File: src/rtl/tod_atomic_clock.sv
`timescale 1ns/1ps
module tod_atomic_clock #(
  parameter int          NS_W     = 64,
  parameter int          FRAC_W   = 32,
  parameter int          SEC_W    = 64,
  parameter int          STEP_W   = 64,
  parameter logic [63:0] ROLL_NS  = 64'd1_000_000_000,
  parameter logic [63:0] STEP_RST = 64'h0000_0005_0000_0000
) (
  input  logic              clk,
  input  logic              rst_n,
  input  logic              wr_en,
  input  logic [2:0]        wr_addr,
  input  logic [63:0]       wr_data,
  input  logic              evt_strobe,
  output logic [NS_W-1:0]   now_ns,
  output logic [SEC_W-1:0]  now_sec,
  output logic [63:0]       evt_stamp,
  output logic [63:0]       cap_bits
);
  localparam int ACC_W = NS_W + FRAC_W;
  localparam logic [NS_W-1:0] ROLL = NS_W'(ROLL_NS);
  localparam logic [2:0] OP_SET = 3'd1, OP_INC = 3'd3, OP_DEC = 3'd4;
  localparam logic [2:0] A_CTRL = 3'd0, A_NS = 3'd1, A_FRAC = 3'd2, A_SEC = 3'd3,
                         A_NEXT = 3'd4, A_CUR = 3'd5, A_STEP = 3'd6;

  logic [2:0]        op_q;
  logic [NS_W-1:0]   stg_ns, stg_next, stg_cur, ns_q, cur_q, next_q;
  logic [FRAC_W-1:0] stg_frac, frac_q;
  logic [SEC_W-1:0]  stg_sec, sec_q;
  logic [STEP_W-1:0] step_q;
  logic [63:0]       evt_q;

  logic [ACC_W-1:0]  acc_adv, delta, acc_cand;
  logic [NS_W-1:0]   cand_ns;

  assign acc_adv = {ns_q, frac_q} + ACC_W'(step_q);
  assign delta   = {stg_ns, stg_frac};

  always_comb begin
    case (op_q)
      OP_INC:  acc_cand = acc_adv + delta;
      OP_DEC:  acc_cand = (acc_adv > delta) ? acc_adv - delta : '0;
      default: acc_cand = acc_adv;
    endcase
  end

  assign cand_ns   = acc_cand[ACC_W-1:FRAC_W];
  assign now_ns    = ns_q;
  assign now_sec   = sec_q;
  assign evt_stamp = evt_q;
  assign cap_bits  = 64'd1;

  always_ff @(posedge clk) begin
    if (!rst_n) begin
      op_q     <= '0;
      stg_ns   <= '0;
      stg_frac <= '0;
      stg_sec  <= '0;
      stg_cur  <= '0;
      stg_next <= ROLL;
      step_q   <= STEP_W'(STEP_RST);
      ns_q     <= '0;
      frac_q   <= '0;
      sec_q    <= '0;
      cur_q    <= '0;
      next_q   <= ROLL;
      evt_q    <= '0;
    end else begin
      op_q <= (wr_en && wr_addr == A_CTRL) ? wr_data[28:26] : 3'd0;
      if (wr_en) begin
        case (wr_addr)
          A_NS:    stg_ns   <= wr_data[NS_W-1:0];
          A_FRAC:  stg_frac <= wr_data[FRAC_W-1:0];
          A_SEC:   stg_sec  <= wr_data[SEC_W-1:0];
          A_NEXT:  stg_next <= wr_data[NS_W-1:0];
          A_CUR:   stg_cur  <= wr_data[NS_W-1:0];
          A_STEP:  step_q   <= wr_data[STEP_W-1:0];
          default: ;
        endcase
      end
      if (evt_strobe)
        evt_q <= {sec_q[31:0], 32'(ns_q - cur_q)};
      if (op_q == OP_SET) begin
        ns_q   <= stg_ns;
        frac_q <= stg_frac;
        sec_q  <= stg_sec;
        next_q <= stg_next;
        cur_q  <= stg_cur;
      end else begin
        {ns_q, frac_q} <= acc_cand;
        if (cand_ns >= next_q) begin
          sec_q  <= sec_q + 1'b1;
          cur_q  <= next_q;
          next_q <= next_q + ROLL;
        end else if (cand_ns < cur_q) begin
          sec_q  <= sec_q - 1'b1;
          next_q <= cur_q;
          cur_q  <= cur_q - ROLL;
        end
      end
    end
  end

  assert_op_selfclear_R5: assert property (@(posedge clk) disable iff (!rst_n)
    (op_q != 3'd0 && !(wr_en && wr_addr == A_CTRL)) |=> op_q == 3'd0);

  assert_set_loads_R6: assert property (@(posedge clk) disable iff (!rst_n)
    (op_q == OP_SET) |=> (ns_q == $past(stg_ns) && sec_q == $past(stg_sec)
                          && next_q == $past(stg_next) && cur_q == $past(stg_cur)));

  assert_sec_single_step_R4: assert property (@(posedge clk) disable iff (!rst_n)
    (op_q != OP_SET) |=> (sec_q == $past(sec_q) || sec_q == $past(sec_q) + 1'b1
                          || sec_q == $past(sec_q) - 1'b1));

  assert_free_run_forward_R2: assert property (@(posedge clk) disable iff (!rst_n)
    (op_q == 3'd0 || op_q == OP_INC) |=> ns_q >= $past(ns_q));

  assert_dec_no_gain_R8: assert property (@(posedge clk) disable iff (!rst_n)
    (op_q == OP_DEC) |=> ns_q <= $past(ns_q) + NS_W'($past(step_q) >> FRAC_W) + 1'b1);
endmodule

File: config.mk
export PLATFORM = sky130hd
export DESIGN_NAME = tod_atomic_clock
export DESIGN_NICKNAME = d
export VERILOG_FILES = /design/src/rtl/tod_atomic_clock.sv
export SDC_FILE = /design/constraint.sdc
export NUM_CORES = 2
export LEC_CHECK = 0
export BUFFER_PORTS_ARGS = -buffer_cell sky130_fd_sc_hd__buf_4
export CORE_MARGIN = 3
export CORE_UTILIZATION = 55
export DETAILED_ROUTE_END_ITERATION = 7
export PLACE_DENSITY = 0.73
export SLEW_MARGIN = 20
export SYNTH_ARGS = -nofsm -noshare
export SYNTH_HDL_FRONTEND = slang
export SYNTH_SLANG_ARGS = --single-unit
export TNS_END_PERCENT = 5
File: constraint.sdc
create_clock -name clk -period 14.4 [get_ports clk]
set_input_delay 2.88 -clock clk [delete_from_list [all_inputs] [get_ports clk]]
set_output_delay 2.88 -clock clk [all_outputs]
set_load 0.02 [all_outputs]
## After elaboration in Yosys (flattened, before gate mapping)

Index checks and enable logic that the tools add are counted.

| storage, ports and cells | value |
|---|---|
| bits in registers | 707 |
| output and inout port bits | 256 |
| bits of input ports | 71 |

| operators by class | value |
|---|---|
| reduce and logical (&&, ||, !) cells | 10 |
| magnitude comparators | 3 |
| $add $sub $neg | 8 |
| equality and inequality tests | 9 |
| mux-type cells | 13 |

Operator list:

| cell | count |
|---|---|
| $mux W64 | 10 |
| $pmux W96 S2 | 1 |
| $add A96 B64 Y96 | 1 |
| $add A96 B96 Y96 | 1 |
| $gt A96 B96 Y1 | 1 |
| $mux W96 | 1 |
| $sub A96 B96 Y96 | 1 |
| $add A64 B1 Y64 const B | 1 |
| $add A64 B30 Y64 const B | 1 |
| $ge A64 B64 Y1 | 1 |
| $lt A64 B64 Y1 | 1 |
| $sub A64 B1 Y64 const B | 1 |
| $sub A64 B30 Y64 const B | 1 |
| $mux W32 | 1 |
| $sub A32 B32 Y32 | 1 |
| $reduce_and A2 Y1 | 7 |
| $eq A3 B3 Y1 const B | 4 |
| $eq A3 B2 Y1 const B | 3 |
| $eq A3 B1 Y1 const B | 2 |
| $logic_not A3 Y1 | 1 |
| $reduce_bool A3 Y1 | 1 |
| $logic_and A1 B1 Y1 | 1 |

## Logic depth before layout (Yosys ltp)

| depth | value |
|---|---|
| depth in word-level cells | 8 |
| depth in mapped cells | 54 |
| depth with buffers taken out | 48 |

## Worst setup path before layout

Ideal clock, no wire load.

| path | value |
|---|---|
| path kind | flip-flop to flip-flop |
| start point | register step_q[0] |
| end point | register sec_q[53], in the netlist now_sec[53] |
| cell stages (with the launch flop) | 53 |
| path slack | 1.776 ns |
| data arrival time | 12.554 ns |
| clock period less this slack | 12.624 ns |
| setup time | 0.070 ns |
| cell sequence | dfxtp_1 -> ha_1 -> inv_1 -> fa_1 -> nand2b_1 -> a21o_1 -> a211oi_1 -> o21ai_0 -> a31oi_1 -> o21ai_1 -> o31ai_1 -> a21oi_1 -> nand2b_1 -> xnor2_1 -> ha_1 -> clkbuf_1 -> and3_1 -> and2_1 -> [... 17 more ...] -> o31ai_4 -> inv_2 -> clkbuf_1 -> clkbuf_1 -> clkbuf_1 -> ha_1 -> a211o_1 -> a211oi_1 -> o22ai_1 -> a221oi_1 -> o2111ai_1 -> a31oi_1 -> o31ai_2 -> a21oi_1 -> o31ai_2 -> xnor2_1 -> a211o_1 -> a21oi_1 |

| on the way | value |
|---|---|
| longest elaborated chain between the ends | 7 |
| elaborated cells on any way between the ends | 11 |
| those cells by class | add/sub (3); order compare (3); mux (4); reduce/logical (1) |

RTL lines:

| element | RTL line | source |
|---|---|---|
| start, declared | 31 | `logic [STEP_W-1:0] step_q;` |
| start signal, assigned | 62 | `step_q <= STEP_W'(STEP_RST);` |
| start signal, assigned | 78 | `A_STEP: step_q <= wr_data[STEP_W-1:0];` |
| $add A96 B64 Y96 * | 37 | `assign acc_adv = {ns_q, frac_q} + ACC_W'(step_q);` |
| $sub A96 B96 Y96 or $gt A96 B96 Y1 (tied branches) | 43 | `OP_DEC: acc_cand = (acc_adv > delta) ? acc_adv - delta : '0;` |
| $mux W96 | 43 |  |
| $pmux W96 S2 * | 41 | `case (op_q)` |
| $ge A64 B64 Y1 | 92 | `if (cand_ns >= next_q) begin` |
| $mux W64 | 92 |  |
| $mux W64 | 84 | `if (op_q == OP_SET) begin` |
| end signal, assigned | 87 | `sec_q <= stg_sec;` |
| end signal, assigned | 93 | `sec_q <= sec_q + 1'b1;` |
| end signal, assigned | 97 | `sec_q <= sec_q - 1'b1;` |
| end, declared | 30 | `logic [SEC_W-1:0] stg_sec, sec_q;` |

Mark *: on every way between the ends. The rest lies on a longest branch, timed or not.
A chain may end at the register's enable or synchronous reset.

## Final worst setup path

Ends and elaborated chain as after synthesis.

==> results.toml <==
[outcome]
status = "finished with violations"
violations = "DRC"

[timing]
worst_slew_pin_slew_ns = 1.19
fmax_ghz = 0.0720
slew_headroom_pct = 20.7
setup_viol = 0
fin_worst_skew_ns = 0.0598
fin_crit_ns = 13.88
fin_setup_tns_ns = 0
finalHoldViolations = 0
maxSlewViolCount = 0
fin_ws_ns = 0.517
fin_crit_sh_pct = 96.4

[power_and_ir_drop]
p_per_area_mw_per_mm2 = 234
power.leakage_nw = 25.6
power_w = 0.0143
vdd_drop_max_mv = 0.202

[synthesis]
synthCells = 7749
syn_area_mm2 = 0.0560
yosys-top-cells-area = "dfxtp_1, ha_1, a21oi_1"
async_flop_share_pct = 0
synth_edf_count = 0
yosys.cell_types.count = 97
avgSynthCellArea_um2 = 7.22
yosys_warnings = 0
yosysSeqAreaShare_pct = 25.3
ys_ff_latch = 707
synth_area_leader_cell = "dfxtp_1"
synth-main-ff-cell = "dfxtp_1"
synth.most_common_cell = "nand2_1"
synth_commonest_cells = "nand2_1, a21oi_1, dfxtp_1, nor2_1, ha_1"
yosys.area.top_type_share_pct = 25.3

[flow_run]
cap_viol_max_count = 0

[floorplanning]
core_area_mm2 = 0.101
fp.dieW_um = 325
placementRows = 116
die_h_um = 325
die_area_mm2 = 0.106
num_io_pins = 327
initial_utilization_pct = 55.6

[routing]
drtIter0Drc = 8387
num_vias = 61994
drt_pass1_iterations = 8
wirelength_um = 245000
wl_per_cell_um = 26.8
post-route-drc-count = 1
postRouteAntennaNets = 0
vias_per_cell = 6.79

[placed_design]
place.gp.congestion = 1.08
pre_cts_slack_ns = 0.375
dp_hpwl_um = 182000
port_buffers = 262

[cts]
clk_pin_slew_ns = 0.06
cts_tree = "yes"
cts_buffer_depth = 3
post_cts.repair.setup_buffers = 0
clockRootBuffer = "clkbuf_16"
worstSkewPairLatency_ns = 0.70
cts_inserted_buffers = 81
htreeDepth = 3
clock-sinks = 707

[global_route]
antenna_found_initial = 7
grt_pass1_wl_um = 360000
grt_overflow_total = 0
grt_pass1_vias = 57207
grt_max_degree = 180
track_usage_pct = 43.9

[critical_path]
crit_path_top_delay_cell = "buf_4"
max_stage_delay_ns = 0.59
arrival_ns = 14.46
path_class = "reg -> reg"
critPathRequiredTime_ns = 14.97
worstPathMaxFanout = 40
cp-end-kind = "register"
crit_path_frequent_cell = "ha_1"
startpoint_type = "register"

[layout]
num-fill-cells = 9496
nNetsFinal = 8252
drive_gt1_share_pct = 7.37
area_growth_pct = 9.28

[worst_hold_path]
hold_class = "reg -> reg"
stage by stage:
stage	hold WS (ns)	cells	utilization, %	cell area, um^2
floorplan	0.432	7811	-	56200
global placement	0.439	8973	58.1	58400
detailed placement	0.447	8973	58.1	58400
CTS	0.454	9117	60.7	61100
global route	0.469	9117	60.8	61100
finish	0.455	9125	60.8	61200
cell type report:
cell class	count	area, um^2	share of cell area (%)
Sequential cell	707	14200	23.1
Clock inverter	21	294	0.481
Inverter	381	1440	2.35
Multi-Input combinational cell	6173	38400	62.8
Antenna cell	8	20.0	0.0327
Tap cell	1357	1700	2.78
Timing Repair Buffer	355	2750	4.50
Clock buffer	123	2410	3.94
critical path, delay by kind of cell (launching register included):
| family | cells | cell delay [ns] |
|---|---|---|
| AO/OA/AOI/OAI | 27 | 8.18 |
| flip-flops | 1 | 0.34 |
| buffers and inverters | 4 | 1.09 |
| adder cells (fa/ha/maj) | 5 | 1.81 |
| AND/OR/NAND/NOR | 8 | 1.88 |
| XOR/XNOR | 2 | 0.41 |
worst paths after layout:
| kind | slack [ns] | depth (start not counted) | endpoint | from |
|---|---|---|---|---|
| setup / recovery | 0.52 | 46 | now_sec[53] | step_q[0] |
| hold / removal | 0.46 | 2 | stg_next[46] | stg_next[46] |
| hold reg to reg | 0.46 | 2 | stg_next[46] | stg_next[46] |
| setup reg to reg | 0.52 | 46 | now_sec[53] | step_q[0] |
cell usage in the layout, fill, tap and decap left out, types with 162 or more instances in the layout:
cell type  netlist  routed
buf_4           66     348
a21oi_1       1008    1008
nor2_1         557     550
nand2_1       1198    1195
o21ai_0        385     383
inv_1          376     376
xnor2_1        217     216
dfxtp_1        707     707
a21o_1         170     170
nor3_1         164     162
nand3_1        174     170
ha_1           477     476
where the power goes:
group | switching (W) | internal [W] | total, W
sequential | 0.000383 | 0.00231 | 0.00270
clock | 0.000913 | 0.00125 | 0.00216
combinational | 0.00598 | 0.00346 | 0.00943
total | 0.00727 | 0.00702 | 0.0143
per-layer routing:
layer  wire length (um)  vias to the layer above  track usage (%)
li1                   -                    27751                -
met1              91200                    29151             53.9
met2             103000                     4039             65.8
met3              27400                     1045             11.1
met4              22800                        8             33.6
met5                 85                        -                0
cell families (layout without fill, tap and decap cells):
kind of cell             after synthesis  in the layout  share of synthesized area, %
other                                  2             72                        0.0134
AO/OA/AOI/OAI                       2637           2637                          30.3
buffers and inverters                931            880                          6.86
AND/OR/NAND/NOR                     2660           2660                          21.4
adder cells (fa/ha/maj)              482            482                          10.8
flip-flops                           707            707                          25.3
multiplexers                          58             58                          1.04
XOR/XNOR                             272            272                          4.26
repair_timing:
item                       in CTS  in global routing
setup endpoints to repair       0                 42
hold buffers                    0                  0
gates resized for setup         0                  9
(Power assumes the default switching activity.)
